===== src/rtl/flash_seq_pkg.sv =====
package flash_seq_pkg;

    typedef enum logic [2:0] {
        OP_ERASE_4K  = 3'd0,
        OP_ERASE_32K = 3'd1,
        OP_ERASE_ALL = 3'd2,
        OP_PROGRAM   = 3'd3,
        OP_STAT_WR   = 3'd4
    } op_e;

    localparam logic [7:0] CMD_WR_EN     = 8'h06;
    localparam logic [7:0] CMD_STAT_RD   = 8'h05;
    localparam logic [7:0] CMD_ERASE_4K  = 8'hD7;
    localparam logic [7:0] CMD_ERASE_32K = 8'hD8;
    localparam logic [7:0] CMD_ERASE_ALL = 8'hC7;
    localparam logic [7:0] CMD_PROGRAM   = 8'h02;
    localparam logic [7:0] CMD_STAT_WR   = 8'h01;

    typedef enum logic [1:0] {
        ST_IDLE,
        ST_GAP,
        ST_LAUNCH,
        ST_XFER
    } seq_state_e;

    typedef enum logic [1:0] {
        FR_WR_EN,
        FR_CMD,
        FR_POLL
    } frame_e;

endpackage


===== src/rtl/flash_req_check.sv =====
module flash_req_check
    import flash_seq_pkg::*;
#(
    parameter int PAGE_BYTES = 256,
    parameter int ADDR_BITS  = 17,
    parameter int SSEC_BYTES = 4096,
    parameter int SEC_BYTES  = 32768,
    parameter int LW         = 9,
    parameter int IW         = 9
) (
    input  logic [2:0]    op,
    input  logic [23:0]   addr,
    input  logic [LW-1:0] len,
    output logic          ok,
    output logic [7:0]    opcode,
    output logic [23:0]   addr_o,
    output logic [IW-1:0] last_idx,
    output logic          is_prog
);
    localparam int PB = $clog2(PAGE_BYTES);
    localparam logic [23:0] AMASK     = 24'((64'd1 << ADDR_BITS) - 64'd1);
    localparam logic [23:0] SSEC_MASK = ~24'(SSEC_BYTES - 1);
    localparam logic [23:0] SEC_MASK  = ~24'(SEC_BYTES - 1);
    localparam logic [LW:0] PAGE_END  = (LW+1)'(PAGE_BYTES);

    logic [LW:0] end_off;
    assign end_off = (LW+1)'(addr[PB-1:0]) + (LW+1)'(len);

    always_comb begin
        ok       = 1'b0;
        opcode   = 8'h00;
        addr_o   = addr & AMASK;
        last_idx = '0;
        is_prog  = 1'b0;
        case (op)
            OP_ERASE_4K: begin
                ok       = 1'b1;
                opcode   = CMD_ERASE_4K;
                addr_o   = addr & AMASK & SSEC_MASK;
                last_idx = IW'(3);
            end
            OP_ERASE_32K: begin
                ok       = 1'b1;
                opcode   = CMD_ERASE_32K;
                addr_o   = addr & AMASK & SEC_MASK;
                last_idx = IW'(3);
            end
            OP_ERASE_ALL: begin
                ok       = 1'b1;
                opcode   = CMD_ERASE_ALL;
                last_idx = '0;
            end
            OP_PROGRAM: begin
                ok       = (len != '0) && (end_off <= PAGE_END);
                opcode   = CMD_PROGRAM;
                last_idx = IW'(len) + IW'(3);
                is_prog  = 1'b1;
            end
            OP_STAT_WR: begin
                ok       = 1'b1;
                opcode   = CMD_STAT_WR;
                last_idx = IW'(1);
            end
            default: ;
        endcase
    end
endmodule


===== src/rtl/flash_spi_shifter.sv =====
module flash_spi_shifter #(
    parameter int CLK_DIV = 2
) (
    input  logic       clk,
    input  logic       rst_n,
    input  logic       go,
    input  logic [7:0] tx,
    input  logic       miso,
    output logic       sck,
    output logic       mosi,
    output logic       busy,
    output logic       done,
    output logic [7:0] rx
);
    localparam int DW = (CLK_DIV > 1) ? $clog2(CLK_DIV) : 1;
    localparam logic [DW-1:0] DIV_LAST = DW'(CLK_DIV - 1);

    typedef struct packed {
        logic          act;
        logic          sck;
        logic          done;
        logic [2:0]    bitn;
        logic [DW-1:0] div;
        logic [7:0]    sh;
        logic [7:0]    rx;
    } shf_t;

    shf_t r_q, r_d;

    always_comb begin
        r_d      = r_q;
        r_d.done = 1'b0;
        if (!r_q.act) begin
            if (go) begin
                r_d.act  = 1'b1;
                r_d.sck  = 1'b0;
                r_d.sh   = tx;
                r_d.bitn = 3'd0;
                r_d.div  = '0;
            end
        end else if (r_q.div != DIV_LAST) begin
            r_d.div = r_q.div + 1'b1;
        end else begin
            r_d.div = '0;
            if (!r_q.sck) begin
                r_d.sck = 1'b1;
                r_d.rx  = {r_q.rx[6:0], miso};
            end else begin
                r_d.sck = 1'b0;
                if (r_q.bitn == 3'd7) begin
                    r_d.act  = 1'b0;
                    r_d.done = 1'b1;
                end else begin
                    r_d.bitn = r_q.bitn + 3'd1;
                    r_d.sh   = {r_q.sh[6:0], 1'b0};
                end
            end
        end
    end

    always_ff @(posedge clk or negedge rst_n) begin
        if (!rst_n) r_q <= '0;
        else        r_q <= r_d;
    end

    assign sck  = r_q.sck;
    assign mosi = r_q.sh[7];
    assign busy = r_q.act;
    assign done = r_q.done;
    assign rx   = r_q.rx;

    assert_go_when_idle_R8: assert property (@(posedge clk) disable iff (!rst_n)
        go |-> !r_q.act);
    assert_done_after_fall_R2: assert property (@(posedge clk) disable iff (!rst_n)
        r_q.done |-> (!r_q.sck && $past(r_q.sck)));
endmodule


===== src/rtl/flash_seq_ctrl.sv =====
module flash_seq_ctrl
    import flash_seq_pkg::*;
#(
    parameter int CS_GAP     = 4,
    parameter int POLL_LIMIT = 1000,
    parameter int IW         = 9
) (
    input  logic          clk,
    input  logic          rst_n,
    input  logic          start,
    input  logic          req_ok,
    input  logic [7:0]    req_opc,
    input  logic [23:0]   req_addr,
    input  logic [7:0]    req_sval,
    input  logic [IW-1:0] req_last,
    input  logic          req_prog,
    input  logic [7:0]    wr_data,
    input  logic          eng_busy,
    input  logic          eng_done,
    input  logic [7:0]    eng_rx,
    input  logic          eng_sck,
    output logic          eng_go,
    output logic [7:0]    eng_tx,
    output logic          data_req,
    output logic          busy,
    output logic          done,
    output logic          error,
    output logic          cs_n
);
    localparam int GW = (CS_GAP > 1) ? $clog2(CS_GAP) : 1;
    localparam int PW = (POLL_LIMIT > 1) ? $clog2(POLL_LIMIT) : 1;
    localparam logic [GW-1:0] GAP_LAST  = GW'(CS_GAP - 1);
    localparam logic [PW-1:0] POLL_LAST = PW'(POLL_LIMIT - 1);
    localparam logic [GW:0]   HI_MIN    = (GW+1)'(CS_GAP);

    typedef struct packed {
        seq_state_e    st;
        frame_e        fr;
        logic [IW-1:0] idx;
        logic [IW-1:0] last;
        logic [IW-1:0] last_cmd;
        logic [GW-1:0] gap;
        logic [PW-1:0] polls;
        logic [7:0]    opc;
        logic [23:0]   addr;
        logic [7:0]    sval;
        logic          prog;
        logic          cs_n;
        logic          done;
        logic          err;
    } ctrl_t;

    ctrl_t r_q, r_d;
    logic [7:0] byte_sel;

    always_comb begin
        byte_sel = 8'h00;
        case (r_q.fr)
            FR_WR_EN: byte_sel = CMD_WR_EN;
            FR_POLL:  byte_sel = (r_q.idx == '0) ? CMD_STAT_RD : 8'h00;
            default: begin
                case (r_q.idx)
                    IW'(0):  byte_sel = r_q.opc;
                    IW'(1):  byte_sel = (r_q.opc == CMD_STAT_WR) ? r_q.sval : r_q.addr[23:16];
                    IW'(2):  byte_sel = r_q.addr[15:8];
                    IW'(3):  byte_sel = r_q.addr[7:0];
                    default: byte_sel = wr_data;
                endcase
            end
        endcase
    end

    always_comb begin
        r_d      = r_q;
        r_d.done = 1'b0;
        r_d.err  = 1'b0;
        eng_go   = 1'b0;
        eng_tx   = 8'h00;
        data_req = 1'b0;
        case (r_q.st)
            ST_IDLE: begin
                if (start) begin
                    if (!req_ok) begin
                        r_d.done = 1'b1;
                        r_d.err  = 1'b1;
                    end else begin
                        r_d.opc      = req_opc;
                        r_d.addr     = req_addr;
                        r_d.sval     = req_sval;
                        r_d.prog     = req_prog;
                        r_d.last_cmd = req_last;
                        r_d.fr       = FR_WR_EN;
                        r_d.idx      = '0;
                        r_d.last     = '0;
                        r_d.gap      = '0;
                        r_d.polls    = '0;
                        r_d.st       = ST_GAP;
                    end
                end
            end
            ST_GAP: begin
                if (r_q.gap == GAP_LAST) begin
                    r_d.gap  = '0;
                    r_d.cs_n = 1'b0;
                    r_d.st   = ST_LAUNCH;
                end else begin
                    r_d.gap = r_q.gap + 1'b1;
                end
            end
            ST_LAUNCH: begin
                eng_go   = 1'b1;
                eng_tx   = byte_sel;
                data_req = r_q.prog && (r_q.fr == FR_CMD) && (r_q.idx > IW'(3));
                r_d.st   = ST_XFER;
            end
            default: begin
                if (eng_done) begin
                    if (r_q.idx == r_q.last) begin
                        r_d.cs_n = 1'b1;
                        r_d.idx  = '0;
                        r_d.st   = ST_GAP;
                        case (r_q.fr)
                            FR_WR_EN: begin
                                r_d.fr   = FR_CMD;
                                r_d.last = r_q.last_cmd;
                            end
                            FR_CMD: begin
                                r_d.fr   = FR_POLL;
                                r_d.last = IW'(1);
                            end
                            default: begin
                                if (!eng_rx[0]) begin
                                    r_d.done = 1'b1;
                                    r_d.st   = ST_IDLE;
                                end else if (r_q.polls == POLL_LAST) begin
                                    r_d.done = 1'b1;
                                    r_d.err  = 1'b1;
                                    r_d.st   = ST_IDLE;
                                end else begin
                                    r_d.polls = r_q.polls + 1'b1;
                                end
                            end
                        endcase
                    end else begin
                        r_d.idx = r_q.idx + 1'b1;
                        r_d.st  = ST_LAUNCH;
                    end
                end
            end
        endcase
    end

    always_ff @(posedge clk or negedge rst_n) begin
        if (!rst_n) begin
            r_q      <= '0;
            r_q.cs_n <= 1'b1;
        end else begin
            r_q <= r_d;
        end
    end

    assign busy  = (r_q.st != ST_IDLE);
    assign done  = r_q.done;
    assign error = r_q.err;
    assign cs_n  = r_q.cs_n;

    logic [GW:0] hi_cnt;
    always_ff @(posedge clk or negedge rst_n) begin
        if (!rst_n)          hi_cnt <= '0;
        else if (!r_q.cs_n)  hi_cnt <= '0;
        else if (hi_cnt < HI_MIN) hi_cnt <= hi_cnt + 1'b1;
    end

    assert_cs_gap_R8: assert property (@(posedge clk) disable iff (!rst_n)
        $fell(r_q.cs_n) |-> (hi_cnt >= HI_MIN));
    assert_cs_rise_idle_R8: assert property (@(posedge clk) disable iff (!rst_n)
        $rose(r_q.cs_n) |-> !eng_busy);
    assert_mode0_select_R2: assert property (@(posedge clk) disable iff (!rst_n)
        $fell(r_q.cs_n) |-> !eng_sck);
    assert_bad_start_R7: assert property (@(posedge clk) disable iff (!rst_n)
        (r_q.st == ST_IDLE && start && !req_ok) |=> (r_q.done && r_q.err && r_q.cs_n));
    assert_done_pulse_R9: assert property (@(posedge clk) disable iff (!rst_n)
        r_q.done |=> !r_q.done);
    assert_req_in_cmd_R5: assert property (@(posedge clk) disable iff (!rst_n)
        data_req |-> (!r_q.cs_n && r_q.fr == FR_CMD));
endmodule


===== src/rtl/flash_op_seq.sv =====
module flash_op_seq #(
    parameter int CLK_DIV    = 2,
    parameter int CS_GAP     = 4,
    parameter int POLL_LIMIT = 1000,
    parameter int PAGE_BYTES = 256,
    parameter int ADDR_BITS  = 17,
    parameter int SSEC_BYTES = 4096,
    parameter int SEC_BYTES  = 32768,
    localparam int LW = $clog2(PAGE_BYTES + 1)
) (
    input  logic          clk,
    input  logic          rst_n,
    input  logic          start,
    input  logic [2:0]    op,
    input  logic [23:0]   addr,
    input  logic [LW-1:0] len,
    input  logic [7:0]    wr_data,
    output logic          data_req,
    output logic          busy,
    output logic          done,
    output logic          error,
    output logic          spi_cs_n,
    output logic          spi_sck,
    output logic          spi_mosi,
    input  logic          spi_miso
);
    localparam int IW = $clog2(PAGE_BYTES + 5);

    logic          req_ok, req_prog;
    logic [7:0]    req_opc;
    logic [23:0]   req_addr;
    logic [IW-1:0] req_last;
    logic          eng_go, eng_busy, eng_done, eng_sck;
    logic [7:0]    eng_tx, eng_rx;

    flash_req_check #(
        .PAGE_BYTES(PAGE_BYTES), .ADDR_BITS(ADDR_BITS),
        .SSEC_BYTES(SSEC_BYTES), .SEC_BYTES(SEC_BYTES),
        .LW(LW), .IW(IW)
    ) u_check (
        .op(op), .addr(addr), .len(len),
        .ok(req_ok), .opcode(req_opc), .addr_o(req_addr),
        .last_idx(req_last), .is_prog(req_prog)
    );

    flash_seq_ctrl #(
        .CS_GAP(CS_GAP), .POLL_LIMIT(POLL_LIMIT), .IW(IW)
    ) u_ctrl (
        .clk(clk), .rst_n(rst_n), .start(start),
        .req_ok(req_ok), .req_opc(req_opc), .req_addr(req_addr),
        .req_sval(addr[7:0]), .req_last(req_last), .req_prog(req_prog),
        .wr_data(wr_data),
        .eng_busy(eng_busy), .eng_done(eng_done), .eng_rx(eng_rx), .eng_sck(eng_sck),
        .eng_go(eng_go), .eng_tx(eng_tx),
        .data_req(data_req), .busy(busy), .done(done), .error(error),
        .cs_n(spi_cs_n)
    );

    flash_spi_shifter #(
        .CLK_DIV(CLK_DIV)
    ) u_shift (
        .clk(clk), .rst_n(rst_n), .go(eng_go), .tx(eng_tx), .miso(spi_miso),
        .sck(eng_sck), .mosi(spi_mosi), .busy(eng_busy), .done(eng_done), .rx(eng_rx)
    );

    assign spi_sck = eng_sck;
endmodule


===== config.mk =====
export PLATFORM = sky130hd
export DESIGN_NAME = flash_op_seq
export DESIGN_NICKNAME = d
export VERILOG_FILES = /design/src/rtl/flash_seq_pkg.sv /design/src/rtl/flash_req_check.sv /design/src/rtl/flash_spi_shifter.sv /design/src/rtl/flash_seq_ctrl.sv /design/src/rtl/flash_op_seq.sv
export SDC_FILE = /design/constraint.sdc
export NUM_CORES = 1
export LEC_CHECK = 0
export BUFFER_PORTS_ARGS = -buffer_cell sky130_fd_sc_hd__buf_2
export CORE_ASPECT_RATIO = 0.9
export CORE_MARGIN = 3
export CORE_UTILIZATION = 60
export CTS_CLUSTER_SIZE = 30
export DETAILED_ROUTE_END_ITERATION = 8
export HOLD_SLACK_MARGIN = 0.08
export PLACE_DENSITY = 0.78
export SLEW_MARGIN = 40
export SYNTH_ARGS = -nofsm -noshare
export SYNTH_HDL_FRONTEND = slang
export SYNTH_SLANG_ARGS = --single-unit

===== constraint.sdc =====
create_clock -name clk -period 6.6 [get_ports clk]
set_clock_uncertainty 0.15 [all_clocks]
set_input_delay 1.32 -clock clk [delete_from_list [all_inputs] [get_ports clk]]
set_output_delay 1.32 -clock clk [all_outputs]
set_load 0.05 [all_outputs]

==> qor.yml <==
outcome: "finished, final reports clean"
drcViolationCount: 0
synth_warnings: 0
hpwl_um: 8602
worstSetupStartpointType: "input port"
io_pins: 55
p_seq_share_pct: 51.3
relSlewSlack_pct: 39.66
crit_type: "input port to flop"
swShare_pct: 23.24
final_common_cell: "dfrtp_1"
synth_nets: 643
vias: 4432
clockBufferDepth: 2
utilization_pct: 70.18
period_needed_ns: 4.771
final_cell_mix: "93 x dfrtp_1, 74 x nand2_1, 47 x o21ai_0"
crit-reg2reg-launch: "u_ctrl.r_q[76]$_DFFE_PN0P_"
synth.distinct_cells: 60
n_antenna_cell: 0
final_antenna_net_count: 0
cts-buffers-inserted: 9
cp.required_ns: 6.70
grt_pass1_vias: 4140
cp_data_arrival_time_ns: 4.87
grt_setup_unrepaired: "false"
combPwrFrac_pct: 7.6
p_int_w: 0.0008615
synth_seq_cells: 94
antenna_found_initial: 0
die_area_sq_um: 9952
hold_class: "flop to flop"
postCtsSetupBuffers: 0
async_flop_share_pct: 100.0
drtPass1Iterations: 5
setup_viol: 0
die_x_um: 104.8
crit_fanout: 70
synth_edf_count: 0
p_sw_w: 0.0002608
finalPower_w: 0.001122
maxCapViolations: 0
htree_levels: 3
worst_pin_slew_ns: 0.8989
drv_slew: 0
drive_above_1_share_pct: 15.33
seqCellArea_sq_um: 2354
postRouteWirelength_um: 11820
min_from: "u_shift.r_q[17]$_DFFE_PN0P_"
crit_start: "addr[0]"
ir_drop_mv: 0.08947
grt_pass1_wl_um: 19890
clock.fmax_mhz: 209.6
gp_congestion: 0.8942
grt_util_all_layers_pct: 24.85
drt_first_iter_violations: 260
post-route-period-util_pct: 72.29
wl_per_cell_um: 16.23
vias_per_cell: 6.088
tns_ns: 0
clockRootBuffer: "clkbuf_8"
n_fill_cell: 676
clockPowerShare_pct: 41.2
rows: 31
grt_max_degree: 71
synth_cells: 572
core_sq_um: 8300
syn_area_per_cell_sq_um: 9.220
initial_core_util_pct: 63.54
clk_pin_slew_ns: 0.09
clk_latency_ns: 0.36
globalRoute.totalOverflow: 0
cts_resized: 0
numClockSinks: 94
ys_seq_area_share_pct: 44.63
area_growth_pct: 10.46
syn_area_sq_um: 5274
powerDensity_nw_per_um2: 192.7
nets: 679
p_leak_nw: 2.697
hold_buffers: 0
cts_tree: "yes"
multi_input_area_sq_um: 2708
final-hold-violation-count: 0
ys.flop_type: "dfrtp_1"
cp-end-kind: "flop"
die_height_um: 94.94
numPortBuffers: 47
[cells by family after synthesis]
group,share of synthesized area [%]
XOR/XNOR,2.989
adder cells (fa/ha/maj),5.599
AO/OA/AOI/OAI,20.19
buffers and inverters,4.318
multiplexers,4.698
AND/OR/NAND/NOR,17.58
flip-flops,44.63
[layout make-up]
type	count	area share, %
inverter	31	1.997
clock inverter	6	1.997
timing repair buffer	50	4.467
multi-input combinational	422	46.48
sequential	94	40.40
tap	115	2.470
clock buffer	10	2.191
[power groups by stage]
| stage | clock network, W | registers [W] | logic [W] |
|---|---|---|---|
| after floorplan | 0 | 0.000587 | 0.0000445 |
| after global placement | 0 | 0.000587 | 0.0000820 |
| after detailed placement | 0 | 0.000587 | 0.0000844 |
| after CTS | 0.000469 | 0.000575 | 0.0000851 |
| after global routing | 0.000497 | 0.000576 | 0.0000958 |
| final | 0.000462 | 0.000575 | 0.0000850 |
[cell usage after synthesis (all sizes together), types with 8 or more instances]
cell type,instances,area (sq um)
nor3,16,80.08
o31ai,13,97.59
a222oi,8,80.08
a31oi,10,62.56
inv,31,116.4
nor2,46,172.7
dfrtp,93,2327
mux2,14,157.7
xnor2,10,87.58
ha,22,275.3
clkbuf,20,75.07
a21oi,30,153.9
mux2i,9,90.09
nand3,17,85.08
nand2,74,277.8
a22o,9,78.83
or3,8,50.05
a221oi,10,87.58
o21ai,48,240.2
xor2,8,70.07
[per-stage QoR]
stage | hold WS (ns) | std cells | instance area, sq um | setup slack [ns]
after floorplan | 0.2994 | 572 | 5274 | 2.430
after global placement | 0.3128 | 712 | 5568 | 1.711
after detailed placement | 0.3205 | 712 | 5568 | 1.617
after CTS | 0.3397 | 728 | 5812 | 1.966
after global routing | 0.3567 | 728 | 5826 | 1.722
final | 0.3347 | 728 | 5826 | 1.829
[metal layers]
metal / track usage, % / vias up / wire length, um
li1: - / 2154 / -
met1: 34.78 / 2135 / 5503
met2: 39.37 / 131 / 5495
met3: 5.673 / 12 / 716
met4: 6.667 / 0 / 103
met5: 0 / - / 0
[path summary, 6_finish.rpt]
| kind | depth (start not counted) | to | slack (ns) |
|---|---|---|---|
| setup / recovery | 11 | u_ctrl.r_q[42]$_DFFE_PN0P_ | 1.83 |
| setup reg to reg | 7 | u_ctrl.r_q[47]$_DFFE_PN0P_ | 3.40 |
| hold / removal | 1 | u_shift.r_q[17]$_DFFE_PN0P_ | 0.33 |
| max in group asynchronous | 2 | u_ctrl.r_q[27]$_DFFE_PN0P_ | 4.47 |
| min in group asynchronous | 1 | u_ctrl.r_q[51]$_DFFE_PN0P_ | 0.77 |
| hold reg to reg | 1 | u_shift.r_q[17]$_DFFE_PN0P_ | 0.33 |
[critical path, cell delays in order]
cell and delay, ns:
buf_2 0.13, ha_1 0.23, fa_1 0.41, a21oi_1 0.28, o211ai_1 0.20, xor2_1 0.17
nor2_1 0.06, a311oi_1 0.76, or3_2 0.33, buf_4 0.54, mux2_2 0.40
[state kept, by name (all words and copies together), names as in the netlist]
signal / count
u_ctrl.done: 1
u_shift.busy: 1
u_shift.rx: 1
u_shift.done: 1
u_shift.sck: 1
u_shift.r_q: 11
u_ctrl.r_q: 75
u_ctrl.cs_n: 1
u_ctrl.error: 1
u_shift.mosi: 1
No activity file was read; power rests on OpenSTA's default activity.
